File: config.mk
export PLATFORM = sky130hd
export DESIGN_NAME = frame_dvfs_ctrl
export DESIGN_NICKNAME = d
export VERILOG_FILES = /design/src/rtl/fdc_pkg.sv /design/src/rtl/fdc_window.sv /design/src/rtl/fdc_div.sv /design/src/rtl/fdc_ctrl.sv /design/src/rtl/frame_dvfs_ctrl.sv
export SDC_FILE = /design/constraint.sdc
export NUM_CORES = 2
export LEC_CHECK = 0
export ABC_AREA = 1
export BUFFER_PORTS_ARGS = -buffer_cell sky130_fd_sc_hd__buf_2
export CORE_ASPECT_RATIO = 2
export CORE_MARGIN = 2
export CORE_UTILIZATION = 35
export CTS_BUF_LIST = sky130_fd_sc_hd__clkbuf_4
export DETAILED_ROUTE_END_ITERATION = 10
export PLACE_DENSITY = 0.58
export SLEW_MARGIN = 20
export SYNTH_ARGS = -nofsm -noshare
export SYNTH_HDL_FRONTEND = slang
export SYNTH_SLANG_ARGS = --single-unit
File: constraint.sdc
create_clock -name clk_i -period 8.9 [get_ports clk_i]
set_clock_uncertainty 0.15 [all_clocks]
set_input_delay 0.445 -clock clk_i [delete_from_list [all_inputs] [get_ports clk_i]]
set_output_delay 0.445 -clock clk_i [all_outputs]
set_load 0.02 [all_outputs]
File: src/rtl/fdc_pkg.sv
package fdc_pkg;
  typedef enum logic [1:0] {ST_IDLE, ST_DIV_START, ST_DIV_WAIT, ST_DIFF} ctrl_st_e;
endpackage

File: src/rtl/fdc_window.sv
module fdc_window #(
  parameter int DW     = 16,
  parameter int FW     = 16,
  parameter int DEPTH  = 70,
  parameter int PERIOD = 5,
  parameter int ACCW   = 32,
  localparam int CNTW  = $clog2(DEPTH + 1),
  localparam int SUMW  = DW + CNTW
) (
  input  logic                   clk_i,
  input  logic                   rst_ni,
  input  logic                   frame_valid_i,
  input  logic [DW-1:0]          delay_i,
  input  logic [FW-1:0]          fac_i,
  input  logic [DW-1:0]          sp_i,
  input  logic                   busy_i,
  output logic [SUMW-1:0]        wsum_o,
  output logic [CNTW-1:0]        cnt_o,
  output logic signed [ACCW-1:0] acc_o,
  output logic                   sample_o
);
  localparam int PTRW = $clog2(DEPTH);
  localparam int PHW  = $clog2(PERIOD + 1);

  logic [DW-1:0]          mem [DEPTH];
  logic [PTRW-1:0]        wr_ptr;
  logic [CNTW-1:0]        cnt_q;
  logic [SUMW-1:0]        sum_q;
  logic signed [ACCW-1:0] acc_q;
  logic [PHW-1:0]         phase_q;
  logic                   sample_q;
  logic [DW+FW-1:0]       prod;
  logic [DW-1:0]          work, evict;
  logic                   full;

  // normalise to full-speed time: delay * factor / 2^(FW-1)
  assign prod  = {{FW{1'b0}}, delay_i} * {{DW{1'b0}}, fac_i};
  assign work  = prod[FW-1 +: DW];
  assign full  = (cnt_q == CNTW'(DEPTH));
  assign evict = full ? mem[wr_ptr] : '0;

  always_ff @(posedge clk_i or negedge rst_ni) begin
    if (!rst_ni) begin
      for (int i = 0; i < DEPTH; i++) mem[i] <= '0;
      wr_ptr   <= '0;
      cnt_q    <= '0;
      sum_q    <= '0;
      acc_q    <= '0;
      phase_q  <= '0;
      sample_q <= 1'b0;
    end else begin
      sample_q <= 1'b0;
      if (frame_valid_i) begin
        mem[wr_ptr] <= work;
        wr_ptr <= (wr_ptr == PTRW'(DEPTH - 1)) ? '0 : wr_ptr + 1'b1;
        if (!full) cnt_q <= cnt_q + 1'b1;
        sum_q <= sum_q + SUMW'(work) - SUMW'(evict);
        acc_q <= acc_q + ACCW'(signed'({1'b0, delay_i})) - ACCW'(signed'({1'b0, sp_i}));
        if (phase_q == PHW'(PERIOD - 1)) begin
          phase_q  <= '0;
          sample_q <= !busy_i;
        end else begin
          phase_q <= phase_q + 1'b1;
        end
      end
    end
  end

  assign wsum_o   = sum_q;
  assign cnt_o    = cnt_q;
  assign acc_o    = acc_q;
  assign sample_o = sample_q;

  assert_fill_grows_R8: assert property (@(posedge clk_i) disable iff (!rst_ni)
    (frame_valid_i && !full) |=> (cnt_q == $past(cnt_q) + 1'b1));
  assert_fill_cap_R8: assert property (@(posedge clk_i) disable iff (!rst_ni)
    (frame_valid_i && full) |=> (cnt_q == CNTW'(DEPTH)));
  assert_sample_after_frame_R2: assert property (@(posedge clk_i) disable iff (!rst_ni)
    sample_q |-> $past(frame_valid_i));
endmodule

File: src/rtl/fdc_div.sv
module fdc_div #(
  parameter int NW   = 38,
  parameter int DENW = 23
) (
  input  logic            clk_i,
  input  logic            rst_ni,
  input  logic            start_i,
  input  logic [NW-1:0]   num_i,
  input  logic [DENW-1:0] den_i,
  output logic            done_o,
  output logic [NW-1:0]   quo_o
);
  localparam int CW = $clog2(NW + 1);

  logic [NW-1:0]   qn_q, num_q;
  logic [DENW-1:0] den_q;
  logic [DENW:0]   rem_q, rem_sh;
  logic [CW-1:0]   cnt_q;
  logic            run_q, done_q;

  assign rem_sh = {rem_q[DENW-1:0], qn_q[NW-1]};

  always_ff @(posedge clk_i or negedge rst_ni) begin
    if (!rst_ni) begin
      qn_q <= '0; num_q <= '0; den_q <= '0; rem_q <= '0;
      cnt_q <= '0; run_q <= 1'b0; done_q <= 1'b0;
    end else begin
      done_q <= 1'b0;
      if (start_i) begin
        qn_q <= num_i; num_q <= num_i; den_q <= den_i;
        rem_q <= '0; cnt_q <= CW'(NW); run_q <= 1'b1;
      end else if (run_q) begin
        if (rem_sh >= {1'b0, den_q}) begin
          rem_q <= rem_sh - {1'b0, den_q};
          qn_q  <= {qn_q[NW-2:0], 1'b1};
        end else begin
          rem_q <= rem_sh;
          qn_q  <= {qn_q[NW-2:0], 1'b0};
        end
        cnt_q <= cnt_q - 1'b1;
        if (cnt_q == CW'(1)) begin
          run_q  <= 1'b0;
          done_q <= 1'b1;
        end
      end
    end
  end

  assign done_o = done_q;
  assign quo_o  = qn_q;

  assert_div_exact_R3: assert property (@(posedge clk_i) disable iff (!rst_ni)
    done_q |-> ((64'(qn_q) * 64'(den_q) <= 64'(num_q)) &&
                ((64'(qn_q) + 64'd1) * 64'(den_q) > 64'(num_q))));
endmodule

File: src/rtl/fdc_ctrl.sv
module fdc_ctrl import fdc_pkg::*; #(
  parameter int DW       = 16,
  parameter int FW       = 16,
  parameter int DFRAC    = 8,
  parameter int SUMW     = 23,
  parameter int CNTW     = 7,
  parameter int ACCW     = 32,
  parameter int QW       = 8,
  parameter int ITW      = 4,
  parameter int ITER_MAX = 10,
  parameter int KI_LOG2  = 1,
  parameter int KD_SHIFT = 8,
  parameter int SP_STEP  = 2,
  parameter int LVLW     = 5
) (
  input  logic                   clk_i,
  input  logic                   rst_ni,
  input  logic                   sample_i,
  input  logic [SUMW-1:0]        wsum_i,
  input  logic [CNTW-1:0]        cnt_i,
  input  logic signed [ACCW-1:0] acc_i,
  input  logic [DW-1:0]          sp_i,
  input  logic [ITW-1:0]         iter_i,
  input  logic [QW-1:0]          queue_i,
  output logic                   busy_o,
  output logic [LVLW-1:0]        level_o,
  output logic                   valid_o
);
  localparam int FRAC_F    = FW - 1;
  localparam int ONE       = 1 << FRAC_F;
  localparam int STEP_LOG2 = FRAC_F - LVLW;
  localparam int R_MIN     = 1 << STEP_LOG2;
  localparam int KI_SHIFT  = FRAC_F - DFRAC + KI_LOG2;
  localparam int NW        = SUMW + FRAC_F;
  localparam int DENW      = CNTW + FW;
  localparam int SW        = DW + FW + QW + 4;
  localparam logic signed [SW-1:0] R_MIN_S = SW'(R_MIN);
  localparam logic signed [SW-1:0] ONE_S   = SW'(ONE);
  localparam logic signed [DW+1:0] SP_MAX  = (DW+2)'((1 << DW) - 1);

  ctrl_st_e        state_q;
  logic [FW-1:0]   fac_q, r_q, r_int, r_fin;
  logic [DW-1:0]   sp_w_q, sp_adj, a_sat;
  logic [ITW-1:0]  it_q, iter_eff;
  logic [QW-1:0]   q_ref_q;
  logic [SUMW-1:0] wsum_q;
  logic [CNTW-1:0] cnt_q;
  logic [LVLW-1:0] level_q, lvl_new;
  logic            valid_q, div_done;
  logic [NW-1:0]   quo;
  logic signed [SW-1:0] r_s, err_s, dq_s;
  logic signed [DW+1:0] sp_e;
  logic [FW:0]     lvl_sum;

  function automatic logic [FW-1:0] clamp_r(input logic signed [SW-1:0] v);
    if (v < R_MIN_S) return FW'(R_MIN);
    if (v > ONE_S)   return FW'(ONE);
    return v[FW-1:0];
  endfunction

  fdc_div #(.NW(NW), .DENW(DENW)) u_div (
    .clk_i   (clk_i),
    .rst_ni  (rst_ni),
    .start_i (state_q == ST_DIV_START),
    .num_i   (NW'(wsum_q) << FRAC_F),
    .den_i   (DENW'(cnt_q) * DENW'(r_q)),
    .done_o  (div_done),
    .quo_o   (quo)
  );

  assign a_sat = ((quo >> DW) != '0) ? '1 : quo[DW-1:0];
  assign r_s   = signed'(SW'(r_q));
  assign err_s = signed'(SW'(a_sat)) - signed'(SW'(sp_w_q));
  assign r_int = clamp_r(r_s + (err_s <<< KI_SHIFT));
  assign dq_s  = signed'(SW'(queue_i)) - signed'(SW'(q_ref_q));
  assign r_fin = clamp_r(r_s + (dq_s <<< KD_SHIFT));
  // round up to the next frequency step
  assign lvl_sum = (FW+1)'(r_fin) + (FW+1)'(R_MIN - 1);
  assign lvl_new = LVLW'((lvl_sum >> STEP_LOG2) - 1'b1);

  always_comb begin
    sp_e = signed'({2'b00, sp_i});
    if (acc_i > 0)      sp_e = (sp_e < (DW+2)'(SP_STEP)) ? '0 : sp_e - (DW+2)'(SP_STEP);
    else if (acc_i < 0) sp_e = (sp_e + (DW+2)'(SP_STEP) > SP_MAX) ? SP_MAX : sp_e + (DW+2)'(SP_STEP);
    sp_adj = sp_e[DW-1:0];
  end

  assign iter_eff = (iter_i == '0) ? ITW'(1) :
                    (iter_i > ITW'(ITER_MAX)) ? ITW'(ITER_MAX) : iter_i;

  always_ff @(posedge clk_i or negedge rst_ni) begin
    if (!rst_ni) begin
      state_q <= ST_IDLE;
      fac_q   <= FW'(ONE);
      r_q     <= FW'(ONE);
      sp_w_q  <= '0;
      it_q    <= '0;
      q_ref_q <= '0;
      wsum_q  <= '0;
      cnt_q   <= '0;
      level_q <= '1;
      valid_q <= 1'b0;
    end else begin
      valid_q <= 1'b0;
      unique case (state_q)
        ST_IDLE: if (sample_i) begin
          sp_w_q  <= sp_adj;
          r_q     <= fac_q;
          it_q    <= iter_eff;
          wsum_q  <= wsum_i;
          cnt_q   <= cnt_i;
          state_q <= ST_DIV_START;
        end
        ST_DIV_START: state_q <= ST_DIV_WAIT;
        ST_DIV_WAIT: if (div_done) begin
          r_q     <= r_int;
          it_q    <= it_q - 1'b1;
          state_q <= (it_q == ITW'(1)) ? ST_DIFF : ST_DIV_START;
        end
        ST_DIFF: begin
          fac_q   <= r_fin;
          level_q <= lvl_new;
          q_ref_q <= queue_i;
          valid_q <= 1'b1;
          state_q <= ST_IDLE;
        end
        default: state_q <= ST_IDLE;
      endcase
    end
  end

  assign busy_o  = (state_q != ST_IDLE);
  assign level_o = level_q;
  assign valid_o = valid_q;

  assert_fac_bounds_R4: assert property (@(posedge clk_i) disable iff (!rst_ni)
    (fac_q >= FW'(R_MIN)) && (fac_q <= FW'(ONE)));
  assert_iter_window_R6: assert property (@(posedge clk_i) disable iff (!rst_ni)
    (state_q == ST_DIV_WAIT) |-> (it_q >= ITW'(1) && it_q <= ITW'(ITER_MAX)));
  assert_valid_pulse_R10: assert property (@(posedge clk_i) disable iff (!rst_ni)
    valid_q |=> !valid_q);
  assert_level_hold_R10: assert property (@(posedge clk_i) disable iff (!rst_ni)
    !$stable(level_q) |-> valid_q);
  assert_busy_end_R10: assert property (@(posedge clk_i) disable iff (!rst_ni)
    $fell(busy_o) |-> valid_q);
  assert_busy_start_R10: assert property (@(posedge clk_i) disable iff (!rst_ni)
    (sample_i && !busy_o) |=> busy_o);
endmodule

File: src/rtl/frame_dvfs_ctrl.sv
module frame_dvfs_ctrl import fdc_pkg::*; #(
  parameter int DW       = 16,
  parameter int FW       = 16,
  parameter int QW       = 8,
  parameter int VW       = 8,
  parameter int LVLW     = 5,
  parameter int ITW      = 4,
  parameter int DEPTH    = 70,
  parameter int PERIOD   = 5,
  parameter int ITER_MAX = 10,
  parameter int KD_SHIFT = 8,
  parameter int SP_STEP  = 2,
  parameter int VBASE    = 64,
  parameter int VSTEP    = 5
) (
  input  logic            clk_i,
  input  logic            rst_ni,
  input  logic            frame_valid_i,
  input  logic [DW-1:0]   frame_delay_i,
  input  logic [QW-1:0]   queue_depth_i,
  input  logic [DW-1:0]   setpoint_i,
  input  logic [ITW-1:0]  iter_cnt_i,
  input  logic            vtab_we_i,
  input  logic [LVLW-1:0] vtab_addr_i,
  input  logic [VW-1:0]   vtab_data_i,
  output logic [LVLW-1:0] freq_level_o,
  output logic [VW-1:0]   volt_level_o,
  output logic            level_valid_o,
  output logic            busy_o
);
  localparam int LEVELS    = 1 << LVLW;
  localparam int ACCW      = 32;
  localparam int CNTW      = $clog2(DEPTH + 1);
  localparam int SUMW      = DW + CNTW;
  localparam int STEP_LOG2 = FW - 1 - LVLW;

  logic [VW-1:0]          vtab [LEVELS];
  logic [LVLW-1:0]        level;
  logic [FW-1:0]          fac_applied;
  logic [SUMW-1:0]        wsum;
  logic [CNTW-1:0]        cnt;
  logic signed [ACCW-1:0] acc;
  logic                   sample, busy;

  assign fac_applied = FW'((LVLW+1)'(level) + 1'b1) << STEP_LOG2;

  fdc_window #(.DW(DW), .FW(FW), .DEPTH(DEPTH), .PERIOD(PERIOD), .ACCW(ACCW)) u_win (
    .clk_i         (clk_i),
    .rst_ni        (rst_ni),
    .frame_valid_i (frame_valid_i),
    .delay_i       (frame_delay_i),
    .fac_i         (fac_applied),
    .sp_i          (setpoint_i),
    .busy_i        (busy),
    .wsum_o        (wsum),
    .cnt_o         (cnt),
    .acc_o         (acc),
    .sample_o      (sample)
  );

  fdc_ctrl #(
    .DW(DW), .FW(FW), .DFRAC(8), .SUMW(SUMW), .CNTW(CNTW), .ACCW(ACCW), .QW(QW),
    .ITW(ITW), .ITER_MAX(ITER_MAX), .KI_LOG2(1), .KD_SHIFT(KD_SHIFT),
    .SP_STEP(SP_STEP), .LVLW(LVLW)
  ) u_ctrl (
    .clk_i    (clk_i),
    .rst_ni   (rst_ni),
    .sample_i (sample),
    .wsum_i   (wsum),
    .cnt_i    (cnt),
    .acc_i    (acc),
    .sp_i     (setpoint_i),
    .iter_i   (iter_cnt_i),
    .queue_i  (queue_depth_i),
    .busy_o   (busy),
    .level_o  (level),
    .valid_o  (level_valid_o)
  );

  always_ff @(posedge clk_i or negedge rst_ni) begin
    if (!rst_ni) begin
      for (int i = 0; i < LEVELS; i++) vtab[i] <= VW'(VBASE + i * VSTEP);
    end else if (vtab_we_i) begin
      vtab[vtab_addr_i] <= vtab_data_i;
    end
  end

  assign freq_level_o = level;
  assign volt_level_o = vtab[level];
  assign busy_o       = busy;

  assert_vtab_write_R9: assert property (@(posedge clk_i) disable iff (!rst_ni)
    (vtab_we_i && vtab_addr_i == level && !level_valid_o) |=> (volt_level_o == $past(vtab_data_i)));
endmodule

Word-level counts from Yosys, hierarchy flattened

Index checks and enable logic that the tools add are counted.

Flip-flop bits (word level): 1639
Latch bits: 0
Memory bits (writable): 0
Bits in read-only memories: 0
Output and inout bits: 15
Logic and storage cells: 250
Memories: 0

Add/sub/neg operators: 19
$mul: 2
Div/mod/pow operators: 0
Order comparisons: 15
Eq/ne operators: 10
Shifts and indexed selects: 0
Muxes and demuxes: 63
Bitwise gates (word level): 4
Reductions and logical operators: 13

Operator list:

| operator               | count |
|---|---|
| $bwmux W1120           | 1 |
| $mux W16               | 19 |
| $bwmux W256            | 1 |
| $bmux W16 S7           | 1 |
| $demux W16 S7          | 1 |
| $add A17 B44 Y44       | 2 |
| $gt A44 B17 Y1 const B | 2 |
| $lt A44 B12 Y1 const B | 2 |
| $mux W38               | 2 |
| $mux W23               | 3 |
| $bmux W8 S5            | 1 |
| $demux W8 S5           | 1 |
| $reduce_bool A38 Y1    | 1 |
| $add A32 B17 Y32       | 1 |
| $gt A32 B1 Y1 const B  | 1 |
| $lt A32 B1 Y1 const B  | 1 |
| $pmux W16 S2           | 1 |
| $sub A32 B17 Y32       | 1 |
| $ge A24 B23 Y1         | 1 |
| $mux W8                | 3 |
| $add A23 B16 Y23       | 1 |
| $mul A7 B16 Y23        | 1 |
| $sub A23 B16 Y23       | 1 |
| $sub A23 B23 Y23       | 1 |
| 44 further kinds       | 76 |

Depth between registers and ports, before layout

Depth after elaboration: 11
Depth in mapped cells: 42

Cells and area by module

Synthesis repeated with hierarchy kept, for this count alone.

Cells, all modules: 13829
Area total of the unflattened synthesis: 99954.6 µm²

By module, submodules not included:

| module          | times used | cells an instance | area an instance (µm²) | seq. area each (µm²) |
|---|---|---|---|---|
| fdc_window      | 1          | 9914              | 71257.1                | 29853.6 |
| frame_dvfs_ctrl | 1          | 1493              | 11883.9                | 6568.8 |
| fdc_ctrl        | 1          | 1625              | 11160.7                | 2461.1 |
| fdc_div         | 1          | 797               | 5652.9                 | 2302.2 |

Worst setup path after synthesis

No wires, ideal clock.

Path type: flip-flop to flip-flop
Start: register u_ctrl.level_q[0], in the netlist u_ctrl.level_o[0]
End: register u_win.sum_q[20], in the netlist u_win.wsum_o[20]
Arrival: 7.113 ns
Required time: 8.615 ns
Slack: 1.502 ns
Cell stages (with the launch flop): 38
Buffers on the path: 3
Cells stage by stage: dfstp_2 -> inv_2 -> clkbuf_1 -> clkbuf_1 -> o31ai_1 -> nand2_1 -> inv_1 -> nand2_1 -> fa_1 -> inv_1 -> fa_1 -> inv_1 -> fa_1 -> inv_1 -> ha_1 -> nand2_1 -> nor2_1 -> a211oi_1 -> [... 2 more ...] -> nand2_1 -> or2_2 -> nand2_1 -> clkbuf_1 -> inv_1 -> fa_1 -> ha_1 -> a21oi_1 -> inv_1 -> nor2_1 -> o221ai_1 -> a21oi_1 -> nor2_1 -> nor2_1 -> o21ai_0 -> or2_2 -> nand3_1 -> o21ai_0

Word-level cells in the longest chain between the ends: 4

Ends and longest elaborated chain:

| element                | RTL line              | RTL |
|---|---|---|
| start, declared        | fdc_ctrl.sv:48        | `logic [LVLW-1:0] level_q, lvl_new;` |
| start signal, assigned | fdc_ctrl.sv:122       | `level_q <= lvl_new;` |
| $add A5 B1 Y6          | frame_dvfs_ctrl.sv:45 | `assign fac_applied = FW'((LVLW+1)'(level) + 1'b1) << STEP_LOG2;` |
| $mul A16 B6 Y21        | fdc_window.sv:37      | `assign prod = {{FW{1'b0}}, delay_i} * {{DW{1'b0}}, fac_i};` |
| net u_win.prod[24]     | fdc_window.sv:32      | `logic [DW+FW-1:0] prod;` |
| $add A23 B16 Y23       | fdc_window.sv:57      | `sum_q <= sum_q + SUMW'(work) - SUMW'(evict);` |
| $sub A23 B16 Y23       | fdc_window.sv:57      |  |
| end signal, assigned   | fdc_window.sv:57      |  |
| end, declared          | fdc_window.sv:28      | `logic [SUMW-1:0] sum_q;` |

The timed path passes the listed nets, and every way through them passes these cells.
A chain may end at the register's enable or synchronous reset.

Worst setup path after layout

Start: register u_ctrl.level_q[4], in the netlist u_ctrl.level_o[4]
End: register u_win.sum_q[19], in the netlist u_win.wsum_o[19]

Word-level cells in the longest chain between the ends: 4

Ends and longest elaborated chain:

| element          | RTL line |
|---|---|
| $add A5 B1 Y6    | frame_dvfs_ctrl.sv:45 |
| $mul A16 B6 Y21  | fdc_window.sv:37 |
| $add A23 B16 Y23 | fdc_window.sv:57 |
| $sub A23 B16 Y23 | fdc_window.sv:57 |

No other way between the ends.

==> results.cfg <==
[outcome]
outcome = complete, no violations

[setup_path]
worst-path-max-fanout = 10
crit_buf_inv = 7
reg2reg_setup_slack_ns = 0.70
rr_startpoint = u_ctrl.level_o[4]
endpoint_kind = flip-flop
critPathKind = reg2reg
cp_common_cell = nand2_1
slowest_stage = dfstp_2
critPathTopFamily = adder cells
arrival_ns = 9.14
startpoint = u_ctrl.level_o[4]
start_kind = flip-flop
slowest_delay_ns = 0.53
crit_required_ns = 9.84

[hold_path]
worstHoldStart = frame_delay_i[9]
hp-class = in2reg

[detailed_routing]
via_count = 72720
post_drt_wl_per_cell_um = 21.49
firstDrtPassIters = 6
drt-vias-per-instance = 5.320
drt-total-wl_um = 293800
route.detailed.drc = 0
route.antenna.remaining_nets = 0
first_iter_violations = 5853

[floorplanning]
dieWidth_um = 350.9
io_pins = 76
initial_utilization_pct = 35.21
rows = 254
die_area_mm2 = 0.2449
dieHeight_um = 697.9
core_area_mm2 = 0.2393

[sta]
slew_headroom_pct = 20.72
whs_ns = 0.1423
worst_slack_ns = 0.7017
finalHoldViolCount = 0
drv_slew = 0
tns_ns = 0
rsz0062_at_grt = false
fin_crit_ns = 8.198
worst_pin_slew_ns = 1.188
finalCritPeriodShare_pct = 92.12
fmax_ghz = 0.1220
setup_viol = 0

[placed_design]
place_congestion = 0.9838
io_buffers = 75
dpl_worst_slack_ns = 0.6884
hpwl_um = 196800

[clock_network]
insertion_delay_ns = 1.37
cts_sinks = 1639
clk_pin_slew_ns = 0.08
post_cts.repair.setup_buffers = 0
hold_buffers = 127
cts_buffers = 392
cts_tree = built
clockBufferDepth = 4
cts_root_buffer = clkbuf_4
htree_levels = 5
post_cts_resized = 0

[cells_and_area]
fillers = 24440
final_cell_mix = nand2_1, o21ai_0, dfrtp_1, inv_1, clkbuf_4
layout_commonest_cell = nand2_1
drive_above_1_share_pct = 10.22
fin_nets = 10620
area_growth_pct = 11.37

[run]
drv_cap = 0

[global_route]
antenna_found_initial = 22
grt_max_degree = 184
grt_pass1_wl_um = 446400
overflow = 0
grt_usage_pct = 23.85
grt_pass1_vias = 74410

[yosys]
synth-edff-count = 0
syn_nets = 10530
ys_seq_elements = 1639
synthesis.instances = 10090
syn_area_mm2 = 0.08426
synth_area_leaders = dfrtp_1, nand2_1, o21ai_0
synthDistinctLibCells = 71
ys_seq_area_share_pct = 48.88
yosysWarnings = 0
async_reset_ff_share_pct = 100.0
synth.top_cell.area_share_pct = 44.61
yosysTopAreaCell = dfrtp_1
syn_area_per_cell_um2 = 8.354
ys.flop_type = dfrtp_1
## tightest hold or removal path, delay by kind of cell
kind	cells	cell delay (ns)
compound gates	1	0.08
xor+xnor	1	0.16
fa+ha+maj	2	0.50
buf+inv	3	0.36
## cells by family after synthesis
group                      count (synthesis)  synth area share (%)
DFF                                     1639                 48.88
xor gates and xnor gates                 118                 1.276
and+or+nand+nor                         3893                 18.59
AOI/OAI and AO/OA                       2563                 17.36
adders and majority gates                378                 7.048
buffers and inverters                   1495                 6.844
## path summary, 6_finish.rpt
check	end	depth (start not counted)
max in group asynchronous	u_win.mem[698]	5
setup / recovery	u_win.wsum_o[19]	35
setup reg to reg	u_win.wsum_o[19]	35
hold reg to reg	u_ctrl.wsum_q[22]	2
hold / removal	u_win.acc_o[10]	7
min in group asynchronous	vtab[194]	4
## stage by stage
stage               utilization (%)  std cells  cell area (um^2)
floorplan                         -      10090             84260
global placement              36.58      12860             87550
detailed placement            36.58      12860             87550
CTS                           39.18      13660             93750
global route                  39.21      13660             93820
finish                        39.21      13670             93840
## synthesized netlist by cell type, types with 9 or more instances
| cell type | n |
|---|---|
| nand2_1 | 2892 |
| buf_6 | 16 |
| or2_2 | 20 |
| dfrtp_1 | 1502 |
| nand4_1 | 173 |
| a22oi_1 | 177 |
| dfstp_2 | 137 |
| o211ai_1 | 18 |
| nand3b_1 | 9 |
| xor2_1 | 76 |
| a22o_1 | 75 |
| buf_2 | 22 |
| o21ai_1 | 41 |
| nor4_1 | 14 |
| clkbuf_1 | 569 |
| a31oi_1 | 18 |
| o31ai_1 | 9 |
| nand2_2 | 13 |
| a221oi_1 | 122 |
| xnor2_1 | 38 |
| o21ai_0 | 1609 |
| ha_1 | 217 |
| inv_1 | 835 |
| fa_1 | 161 |
| a21boi_0 | 10 |
| o221ai_1 | 30 |
| inv_2 | 13 |
| nand3_1 | 164 |
| a21oi_1 | 268 |
| buf_1 | 28 |
| o22ai_1 | 120 |
| nor3_1 | 78 |
| nor2_1 | 493 |
## flip-flops by register name, indices dropped and copies added (netlist names), 2 cells and up
register and count:
u_win.mem 1120, vtab 256, u_ctrl.u_div.quo_o 38, u_win.acc_o 32
u_ctrl.u_div.den_q 23, u_ctrl.u_div.rem_q 23, u_ctrl.wsum_q 23, u_win.wsum_o 23
u_ctrl.fac_q 16, u_ctrl.r_q 16, u_ctrl.sp_w_q 16, u_ctrl.q_ref_q 8
u_ctrl.cnt_q 7, u_win.cnt_o 7, u_win.wr_ptr 7, u_ctrl.u_div.cnt_q 6
u_ctrl.level_o 5, u_ctrl.it_q 4, u_win.phase_q 3, u_ctrl.state_q 2
## routing by layer
layer	share of wire (%)	up-vias	track usage [%]
li1	-	33780	-
met1	35	35520	24.35
met2	51	2504	42.87
met3	5.4	898	3.931
met4	8.6	24	18.41
met5	0.055	-	0
## final cells by class
class | instances | area, um^2 | area share, %
Sequential cell | 1639 | 41190 | 43.90
Tap cell | 3200 | 4004 | 4.267
Inverter | 856 | 3253 | 3.467
Clock inverter | 88 | 571.8 | 0.6094
Multi-Input combinational cell | 6952 | 37470 | 39.93
Timing Repair Buffer | 342 | 2963 | 3.157
Clock buffer | 579 | 4347 | 4.632
Antenna cell | 14 | 35.03 | 0.03733
Power is left out: the tool's default activity adds up to more than one toggle a clock period on the data nets, which glitch-free logic cannot reach.
